**config.mk**
```make
export PLATFORM = sky130hd
export DESIGN_NAME = dsp_quad_mac
export DESIGN_NICKNAME = d
export VERILOG_FILES = /design/src/rtl/dsp_quad_pkg.sv /design/src/rtl/dsp_rst_sync.sv /design/src/rtl/dsp_stage_reg.sv /design/src/rtl/dsp_mult.sv /design/src/rtl/dsp_addsub.sv /design/src/rtl/dsp_quad_mac.sv
export SDC_FILE = /design/constraint.sdc
export NUM_CORES = 2
export LEC_CHECK = 0
export ABC_AREA = 1
export CORE_ASPECT_RATIO = 0.9
export CORE_MARGIN = 10
export CORE_UTILIZATION = 55
export DETAILED_ROUTE_END_ITERATION = 10
export DONT_BUFFER_PORTS = 1
export GPL_TIMING_DRIVEN = 0
export PLACE_DENSITY = 0.7
export SETUP_SLACK_MARGIN = 0.02
export SLEW_MARGIN = 10
export SYNTH_ARGS = -nofsm -noshare
export SYNTH_HDL_FRONTEND = slang
export SYNTH_SLANG_ARGS = --single-unit
```
**constraint.sdc**
```tcl
create_clock -name clk -period 12.7 [get_ports clk]
set_input_delay 2.54 -clock clk [delete_from_list [all_inputs] [get_ports clk]]
set_output_delay 2.54 -clock clk [all_outputs]
set_load 0.01 [all_outputs]
```
**src/rtl/dsp_quad_pkg.sv**
```systemverilog
package dsp_quad_pkg;
  parameter int unsigned NUM_MULT = 4;
  parameter int unsigned NUM_LANE = 4;
  parameter int unsigned CTL_W    = 3;   // {signed, sub1, sub0}
  typedef logic [NUM_LANE-1:0] lane_vec_t;
endpackage

```
**src/rtl/dsp_rst_sync.sv**
```systemverilog
module dsp_rst_sync #(
  parameter int unsigned STAGES = 2
) (
  input  logic clk,
  input  logic rst_n,
  output logic rst_sync_n
);
  logic [STAGES-1:0] sync_q;
  logic [STAGES-1:0] sync_nxt;

  assign sync_nxt = {sync_q[STAGES-2:0], 1'b1};

  always_ff @(posedge clk or negedge rst_n) begin
    if (!rst_n) sync_q <= '0;
    else        sync_q <= sync_nxt;
  end

  assign rst_sync_n = sync_q[STAGES-1];
endmodule

```
**src/rtl/dsp_stage_reg.sv**
```systemverilog
module dsp_stage_reg
  import dsp_quad_pkg::*;
#(
  parameter int unsigned W       = 8,
  parameter bit          REG_EN  = 1'b1,
  parameter int unsigned CE_SEL  = 0,
  parameter int unsigned RST_SEL = 0
) (
  input  logic           clk,
  input  logic           rst_ni,
  input  lane_vec_t      ce_lane,
  input  lane_vec_t      srst_lane,
  input  logic [W-1:0]   d,
  output logic [W-1:0]   q
);
  if (REG_EN) begin : g_reg
    logic         ce;
    logic         srst;
    logic [W-1:0] q_r;
    logic [W-1:0] q_nxt;
    logic         unused_lanes;

    assign ce           = ce_lane[CE_SEL];
    assign srst         = srst_lane[RST_SEL];
    assign unused_lanes = ^{ce_lane, srst_lane};

    always_comb begin
      q_nxt = q_r;
      if (srst)    q_nxt = '0;
      else if (ce) q_nxt = d;
    end

    always_ff @(posedge clk or negedge rst_ni) begin
      if (!rst_ni) q_r <= '0;
      else         q_r <= q_nxt;
    end

    assign q = q_r;


    stage_hold_chk: assert property (@(posedge clk) disable iff (!rst_ni)
      (!srst && !ce) |=> $stable(q_r));

    stage_srst_chk: assert property (@(posedge clk) disable iff (!rst_ni)
      srst |=> (q_r == '0));
  end else begin : g_thru
    logic unused_thru;
    assign unused_thru = ^{clk, rst_ni, ce_lane, srst_lane};
    assign q = d;
  end
endmodule

```
**src/rtl/dsp_mult.sv**
```systemverilog
module dsp_mult #(
  parameter int unsigned AW = 18,
  parameter int unsigned BW = 18
) (
  input  logic              signed_mode,
  input  logic [AW-1:0]     a,
  input  logic [BW-1:0]     b,
  output logic [AW+BW-1:0]  p
);
  localparam int unsigned PW = AW + BW;

  logic signed [AW:0]   a_x;
  logic signed [BW:0]   b_x;
  logic signed [PW+1:0] full;
  logic                 unused_hi;

  assign a_x       = {signed_mode & a[AW-1], a};
  assign b_x       = {signed_mode & b[BW-1], b};
  assign full      = a_x * b_x;
  assign p         = full[PW-1:0];
  assign unused_hi = ^full[PW+1:PW];
endmodule

```
**src/rtl/dsp_addsub.sv**
```systemverilog
module dsp_addsub #(
  parameter int unsigned IW = 36
) (
  input  logic          sub,
  input  logic          ext_x,
  input  logic          ext_y,
  input  logic [IW-1:0] x,
  input  logic [IW-1:0] y,
  output logic [IW:0]   r
);
  logic [IW:0] xw;
  logic [IW:0] yw;

  assign xw = {ext_x & x[IW-1], x};
  assign yw = {ext_y & y[IW-1], y};
  assign r  = sub ? (xw - yw) : (xw + yw);
endmodule

```
**src/rtl/dsp_quad_mac.sv**
```systemverilog
module dsp_quad_mac
  import dsp_quad_pkg::*;
#(
  parameter int unsigned A_W          = 18,
  parameter int unsigned B_W          = 18,
  parameter bit          IN_REG       = 1'b1,
  parameter bit          PIPE_REG     = 1'b1,
  parameter bit          OUT_REG      = 1'b1,
  parameter int unsigned IN_CE_SEL    = 0,
  parameter int unsigned IN_RST_SEL   = 0,
  parameter int unsigned PIPE_CE_SEL  = 1,
  parameter int unsigned PIPE_RST_SEL = 1,
  parameter int unsigned OUT_CE_SEL   = 2,
  parameter int unsigned OUT_RST_SEL  = 2,
  parameter logic [NUM_MULT-1:0] A_SHIFT = '0,
  parameter logic [NUM_MULT-1:0] B_SHIFT = '0
) (
  input  logic                    clk,
  input  logic                    rst_n,
  input  logic [NUM_LANE-1:0]     ce_lane,
  input  logic [NUM_LANE-1:0]     srst_lane,
  input  logic                    signed_mode,
  input  logic                    sub0,
  input  logic                    sub1,
  input  logic [NUM_MULT*A_W-1:0] a_in,
  input  logic [NUM_MULT*B_W-1:0] b_in,
  input  logic [A_W-1:0]          a_cas_in,
  input  logic [B_W-1:0]          b_cas_in,
  output logic [A_W-1:0]          a_cas_out,
  output logic [B_W-1:0]          b_cas_out,
  output logic [A_W+B_W+1:0]      sum_out
);
  localparam int unsigned PW     = A_W + B_W;
  localparam int unsigned SW     = PW + 2;
  localparam int unsigned PIPE_W = NUM_MULT * PW + CTL_W;

  logic                   rst_ni;
  logic [A_W-1:0]         a_q  [NUM_MULT];
  logic [B_W-1:0]         b_q  [NUM_MULT];
  logic [PW-1:0]          prod [NUM_MULT];
  logic [PW-1:0]          pp   [NUM_MULT];
  logic [NUM_MULT*PW-1:0] prod_v;
  logic [CTL_W-1:0]       ctl_d, ctl_q, ctl_p;
  logic [PIPE_W-1:0]      pipe_q;
  logic [PW:0]            pair0, pair1;
  logic [SW-1:0]          sum_c;

  dsp_rst_sync #(.STAGES(2)) u_rst (
    .clk(clk), .rst_n(rst_n), .rst_sync_n(rst_ni)
  );

  // Input stage: operands per lane, shift-chain source selected per lane
  for (genvar i = 0; i < NUM_MULT; i++) begin : g_lane
    logic [A_W-1:0] a_src, a_d;
    logic [B_W-1:0] b_src, b_d;

    if (i == 0) begin : g_head
      assign a_src = a_cas_in;
      assign b_src = b_cas_in;
    end else begin : g_link
      assign a_src = a_q[i-1];
      assign b_src = b_q[i-1];
    end

    assign a_d = A_SHIFT[i] ? a_src : a_in[i*A_W +: A_W];
    assign b_d = B_SHIFT[i] ? b_src : b_in[i*B_W +: B_W];

    dsp_stage_reg #(.W(A_W), .REG_EN(IN_REG), .CE_SEL(IN_CE_SEL), .RST_SEL(IN_RST_SEL)) u_a (
      .clk(clk), .rst_ni(rst_ni), .ce_lane(ce_lane), .srst_lane(srst_lane), .d(a_d), .q(a_q[i])
    );
    dsp_stage_reg #(.W(B_W), .REG_EN(IN_REG), .CE_SEL(IN_CE_SEL), .RST_SEL(IN_RST_SEL)) u_b (
      .clk(clk), .rst_ni(rst_ni), .ce_lane(ce_lane), .srst_lane(srst_lane), .d(b_d), .q(b_q[i])
    );

    dsp_mult #(.AW(A_W), .BW(B_W)) u_mul (
      .signed_mode(ctl_q[2]), .a(a_q[i]), .b(b_q[i]), .p(prod[i])
    );

    assign prod_v[i*PW +: PW] = prod[i];
    assign pp[i]              = pipe_q[i*PW +: PW];

    if (i > 0 && IN_REG) begin : g_chain_chk

      a_shift_chk: assert property (@(posedge clk) disable iff (!rst_ni)
        (A_SHIFT[i] && ce_lane[IN_CE_SEL] && !srst_lane[IN_RST_SEL])
          |=> (a_q[i] == $past(a_q[i-1])));
    end
  end

  assign ctl_d = {signed_mode, sub1, sub0};

  dsp_stage_reg #(.W(CTL_W), .REG_EN(IN_REG), .CE_SEL(IN_CE_SEL), .RST_SEL(IN_RST_SEL)) u_ctl_in (
    .clk(clk), .rst_ni(rst_ni), .ce_lane(ce_lane), .srst_lane(srst_lane), .d(ctl_d), .q(ctl_q)
  );

  // Pipeline stage: products and their controls
  dsp_stage_reg #(.W(PIPE_W), .REG_EN(PIPE_REG), .CE_SEL(PIPE_CE_SEL), .RST_SEL(PIPE_RST_SEL)) u_pipe (
    .clk(clk), .rst_ni(rst_ni), .ce_lane(ce_lane), .srst_lane(srst_lane),
    .d({ctl_q, prod_v}), .q(pipe_q)
  );

  assign ctl_p = pipe_q[NUM_MULT*PW +: CTL_W];

  dsp_addsub #(.IW(PW)) u_pair0 (
    .sub(ctl_p[0]), .ext_x(ctl_p[2]), .ext_y(ctl_p[2]), .x(pp[0]), .y(pp[1]), .r(pair0)
  );
  dsp_addsub #(.IW(PW)) u_pair1 (
    .sub(ctl_p[1]), .ext_x(ctl_p[2]), .ext_y(ctl_p[2]), .x(pp[2]), .y(pp[3]), .r(pair1)
  );
  // A pair result is signed when operands are signed or its unit subtracted
  dsp_addsub #(.IW(PW+1)) u_total (
    .sub(1'b0), .ext_x(ctl_p[2] | ctl_p[0]), .ext_y(ctl_p[2] | ctl_p[1]),
    .x(pair0), .y(pair1), .r(sum_c)
  );

  // Output stage
  dsp_stage_reg #(.W(SW), .REG_EN(OUT_REG), .CE_SEL(OUT_CE_SEL), .RST_SEL(OUT_RST_SEL)) u_out (
    .clk(clk), .rst_ni(rst_ni), .ce_lane(ce_lane), .srst_lane(srst_lane), .d(sum_c), .q(sum_out)
  );

  assign a_cas_out = a_q[NUM_MULT-1];
  assign b_cas_out = b_q[NUM_MULT-1];


  prod_sign_chk: assert property (@(posedge clk) disable iff (!rst_ni)
    (ctl_q[2] && a_q[0] != '0 && b_q[0] != '0)
      |-> (prod[0][PW-1] == (a_q[0][A_W-1] ^ b_q[0][B_W-1])));

  sub_zero_chk: assert property (@(posedge clk) disable iff (!rst_ni)
    (ctl_p[0] && pp[0] == pp[1]) |-> (pair0 == '0));
endmodule

```
* After elaboration in Yosys (flattened, before gate mapping)
Index checks and enable logic that the tools add are counted.
Operators by class: mux-type cells 24, reduce and logical (&&, ||, !) cells 3, $mul 4, bitwise gates (word level) 16, add/subtract/negate cells 5
Operator list (number):
- $mux 147 | 2
- $mux 18 | 16
- $mul 19x19->36 | 4
- $mux 38 | 2
- $add 37x37->37 | 2
- $mux 37 | 2
- $sub 37x37->37 | 2
- $add 38x38->38 | 1
- $and 1x1->1 | 14
- $mux 3 | 2
- $reduce_bool 2->1 | 3
- $or 1x1->1 | 2
Word-level totals: word-level logic and storage cells 64, register bits after elaboration 334, input port bits 193, output and inout port bits 74

* Longest topological paths before layout
depth in word-level cells 7, mapped depth 37, depth with buffers taken out 37

* Cells and area by module
From an unflattened synthesis, not the netlist that was laid out.
Second synthesis, totals: cells, all modules 11151, area total of the unflattened synthesis 81185.4 sq um
Modules (own cells, without submodules):
- dsp_mult (g_lane[0].u_mul) | area an instance 14187.4 sq um, instances 1, sequential area each 0.0 sq um, cells each 1864
- dsp_mult (g_lane[3].u_mul) | area an instance 14104.8 sq um, instances 1, sequential area each 0.0 sq um, cells each 1842
- dsp_mult (g_lane[1].u_mul) | area an instance 14009.7 sq um, instances 1, sequential area each 0.0 sq um, cells each 1840
- dsp_mult (g_lane[2].u_mul) | area an instance 13997.2 sq um, instances 1, sequential area each 0.0 sq um, cells each 1831
- dsp_stage_reg (g_lane[0].u_a ...) | area an instance 745.7 sq um, instances 8, sequential area each 450.4 sq um, cells each 78
- dsp_stage_reg (u_pipe) | area an instance 5769.3 sq um, instances 1, sequential area each 3678.5 sq um, cells each 638
- dsp_addsub (u_total) | area an instance 3888.7 sq um, instances 1, sequential area each 0.0 sq um, cells each 792
- dsp_addsub (u_pair1) | area an instance 3773.6 sq um, instances 1, sequential area each 0.0 sq um, cells each 761
- dsp_addsub (u_pair0) | area an instance 3771.1 sq um, instances 1, sequential area each 0.0 sq um, cells each 770
- dsp_stage_reg (u_out) | area an instance 1519.0 sq um, instances 1, sequential area each 950.9 sq um, cells each 166
- dsp_stage_reg (u_ctl_in) | area an instance 122.6 sq um, instances 1, sequential area each 75.1 sq um, cells each 14
- dsp_rst_sync | area an instance 53.8 sq um, instances 1, sequential area each 50.0 sq um, cells each 3
- dsp_quad_mac | area an instance 22.5 sq um, instances 1, sequential area each 0.0 sq um, cells each 6

* Least setup slack after synthesis
No wires, ideal clock.
path type register -> register, start point register g_lane[3].u_a.g_reg.q_r[14], end point register u_pipe.g_reg.q_r[143], in the netlist u_pipe.q[143], stages on the path, launching flop included 26, data arrival time 6.038 ns, library setup time 0.131 ns, buffers on the path 2, slack 6.531 ns, clock period less this slack 6.169 ns, cell sequence dfrtp_1 clkbuf_1 clkbuf_1 nand2_1 fa_1 inv_1 fa_1 inv_1 fa_1 inv_1 fa_1 fa_1 fa_1 inv_1 fa_1 inv_1 ha_1 nand2_1 nor4_1 nand4_1 o211ai_1 nand2_1 nand3_1 a21oi_1 o21ai_1 o21ai_0
On the way: word-level cells in the longest chain between the ends 3
RTL lines:
- start: declaration | RTL line dsp_stage_reg.sv:19 | logic [W-1:0] q_r;
- start signal: assignment | RTL line dsp_stage_reg.sv:35 | else q_r <= q_nxt;
- $mul 19x19->36 | RTL line dsp_mult.sv:19 | assign full = a_x * b_x;
- $mux 147 | RTL line dsp_stage_reg.sv:30 | else if (ce) q_nxt = d;
- $mux 147 | RTL line dsp_stage_reg.sv:29 | if (srst) q_nxt = '0;
- end signal: assignment | RTL line dsp_stage_reg.sv:35
- end: declaration | RTL line dsp_stage_reg.sv:19
Every way passes these cells. The select of a mux whose other input is x is not followed. A chain may end at the register's enable or synchronous reset.

* Worst setup path after layout
start point register u_ctl_in.g_reg.q_r[2], in the netlist u_ctl_in.q[2], end point register u_pipe.g_reg.q_r[68], in the netlist u_pipe.q[68]
On the way: word-level cells in the longest chain between the ends 4, elaborated cells on any way between the ends 5, those cells by class mul: 1; mux: 2; bitwise: 2
RTL lines (RTL line):
- start: declaration | dsp_stage_reg.sv:19
- start signal: assignment | dsp_stage_reg.sv:35
- $and 1x1->1 (on tied branches) | dsp_mult.sv:17, dsp_mult.sv:18
- $mul 19x19->36 * | dsp_mult.sv:19
- $mux 147 * | dsp_stage_reg.sv:30
- $mux 147 * | dsp_stage_reg.sv:29
Every way passes the cells marked *; elsewhere a longest branch is shown, timed or not. The select of a mux whose other input is x is not followed.

==> qor.yml <==
endpoint_kind: "flip-flop"
peakVddDrop_uv: 176
fin_cells: 11400
place_inst: 11300
finalSetupViolations: 0
nets: 11700
timing.rr.start: "u_ctl_in.q[2]$_DFFE_PN0P_"
cts_max_path_buffers: 3
worstPathArrival_ns: 8.59
grt_max_degree: 65
grt_usage_pct: 31.8
initial_core_util_pct: 55.6
maxCapViolCount: 0
slew_viol_final: 0
cp.required_ns: 13.21
ff2ff_path_depth: 23
drt_iter0_markers: 6080
die_y_um: 369
yosys-top-cells-area: "fa_1 38%, inv_1 13%, dfrtp_1 11%"
wirelength_um: 238000
area_growth_syn_to_layout_pct: 5.23
sequentialPowerShare_pct: 17.6
ys_async_sr_fraction_pct: 100
pwr-share-clk_pct: 17.1
synth_edf_count: 0
vias: 62100
synth_largest_area_cell: "fa_1"
yosys_warnings: 0
final.period_utilization_pct: 63.6
clock_skew_ns: 0.0304
syn_inst: 9480
clock_latency_ns: 0.64
cts_made_buffers: 41
tns_ns: 0
fp.dieW_um: 408
route.detailed.drc: 0
finalHoldViolCount: 0
fp.coreArea_um2: 134000
cts_tree: "built"
p_leak_uw: 0.0454
antenna_found_initial: 8
rsz0062_at_grt: "no"
dpl_cell_area_um2: 76800
ant_nets: 0
swShare_pct: 54.2
fin_crit_ns: 8.08
postCtsHoldBufs: 0
grt_pass1_vias: 63000
fmax_mhz: 124
stdcell_area_um2: 78200
hp-class: "flip-flop to async pin"
post-cts-setup-buffers: 0
tightestPinTransition_ns: 1.37
drive_gt1_share_pct: 1.66
gp_congestion: 0.997
ios: 267
syn_area_um2: 74300
power_uw: 7460
yosys-top-cells-count: "2,615 x inv_1, 2,064 x nand2_1, 1,423 x fa_1, 543 x ha_1, 455 x o21ai_0"
p_per_area_nw_per_um2: 95.4
synth_flop_cell: "dfrtp_1"
io_buffers: 0
htreeDepth: 2
routedWlPerCell_um: 20.9
worst_setup_path_start_kind: "flip-flop"
cts_resized: 0
postSynthAreaPerCell_um2: 7.84
viasPerCell: 5.46
worstSetupPathType: "flip-flop to flip-flop"
clock-root-buffer: "clkbuf_16"
hpwlAfterDp_um: 201000
reg2reg_to: "u_pipe.q[68]$_DFFE_PN0P_"
ys_ff_latch: 334
overflow: 0
rows: 127
p_switching_uw: 4050
power_frac_comb_pct: 65.3
yosysMostFrequentCell: "inv_1"
netlist.area_leader.share_pct: 38.3
intPower_uw: 3420
firstDrtPassIters: 8
syn_nets: 11600
yosysUniqueCellTypes: 59
seq_area_frac_synth_pct: 11.2
cp_max_fo: 10
cts.clk_slew.worst_paths_ns: 0.06
die-area_um2: 150000
grt_pass1_wl_um: 370000
outcome: "complete, no violations"
rrSetupSlack_ns: 4.62
cts.sinks: 334
slew_headroom_pct: 8.73
[registers in the layout, summed over array words and instances, names as in the netlist]
name and count:
g_lane.u_b.q 72, g_lane.u_a.q 72, u_out.q 38, u_ctl_in.q 3
u_rst.sync_q 2, u_pipe.q 147
[power groups by stage]
stage | Clock [µW] | Sequential [µW] | Combinational, µW
after global routing | 1330 | 1320 | 5350
after floorplan | 0 | 1290 | 3200
final | 1280 | 1310 | 4870
after global placement | 0 | 1340 | 4630
after CTS | 1300 | 1310 | 4730
after detailed placement | 0 | 1330 | 4690
[cells by family after synthesis]
family / count (synthesis) / share of synthesized area, %
buffers and inverters: 3016 / 15.2
adder cells (fa/ha/maj): 1966 / 47.5
AND/OR/NAND/NOR: 2877 / 15.5
AO/OA/AOI/OAI: 1065 / 7.93
XOR/XNOR: 221 / 2.60
flip-flops: 334 / 11.2
other: 1 / 0.00504
[worst max-delay path, cell delays in order, from the launching register on]
cell	delay (ns)
dfrtp_1	0.32
buf_4	0.36
nand2_1	0.20
clkbuf_1	0.27
nor2_1	0.23
inv_1	0.13
fa_1	0.73
fa_1	0.51
fa_1	0.81
inv_1	0.31
fa_1	0.55
fa_1	0.57
fa_1	0.41
ha_1	0.29
ha_1	0.38
nand2_1	0.15
o21ai_0	0.51
inv_1	0.10
o221ai_1	0.39
a21oi_1	0.07
o21ai_0	0.32
a21oi_1	0.13
o21ai_0	0.12
nand2_1	0.07
[area by class of cell]
type / count / area, µm²
sequential: 334 / 8360
tap: 1806 / 2260
buffer: 391 / 1490
inverter: 2625 / 9850
multi-input combinational: 6130 / 54600
timing repair buffer: 7 / 185
clock inverter: 21 / 228
antenna: 6 / 15.0
clock buffer: 53 / 1180
fill: 12600 / 55600
[cell usage in the layout (no fill, tap or decap), types with 260 or more instances in the layout]
| cell | instances |
|---|---|
| nor2_1 | 426 |
| ha_1 | 543 |
| nand3_1 | 260 |
| a21oi_1 | 385 |
| fa_1 | 1423 |
| o21ai_0 | 455 |
| clkbuf_1 | 339 |
| inv_1 | 2615 |
| nand2_1 | 2064 |
| dfrtp_1 | 333 |
[per-stage QoR]
step / utilization, % / hold WS [ns] / setup slack, ns
after floorplan: - / 0.331 / 2.70
after global routing: 58.5 / 0.366 / 4.33
final: 58.5 / 0.336 / 4.62
after global placement: 57.2 / 0.334 / -1.76
after detailed placement: 57.4 / 0.340 / 4.80
after CTS: 58.4 / 0.353 / 4.76
[how the worst max path moves through the flow]
stage                               from                             end  slack (ns)  cells after the start
3_3_place_gp   u_rst.sync_q[1]$_DFF_PN0_  g_lane[1].u_a.q[5]$_DFFE_PN0P_       -1.76                      0
6_report       u_ctl_in.q[2]$_DFFE_PN0P_        u_pipe.q[68]$_DFFE_PN0P_        4.62                     23
4_1_cts        u_ctl_in.q[2]$_DFFE_PN0P_       u_pipe.q[142]$_DFFE_PN0P_        4.76                     24
2_1_floorplan  u_rst.sync_q[1]$_DFF_PN0_  g_lane[0].u_a.q[0]$_DFFE_PN0P_        2.70                      0
5_1_grt        u_ctl_in.q[2]$_DFFE_PN0P_        u_pipe.q[68]$_DFFE_PN0P_        4.33                     23
3_5_place_dp   u_ctl_in.q[2]$_DFFE_PN0P_       u_pipe.q[142]$_DFFE_PN0P_        4.80                     22
[metal layers]
metal	vias to the layer above	global-route usage [%]	wire length, µm
met2	2817	47.1	101000
met5	-	0	45
met3	377	7.59	25500
li1	27900	-	-
met1	31000	46.1	103000
met4	6	9.89	7940
Power figures use the tool's default switching activity.
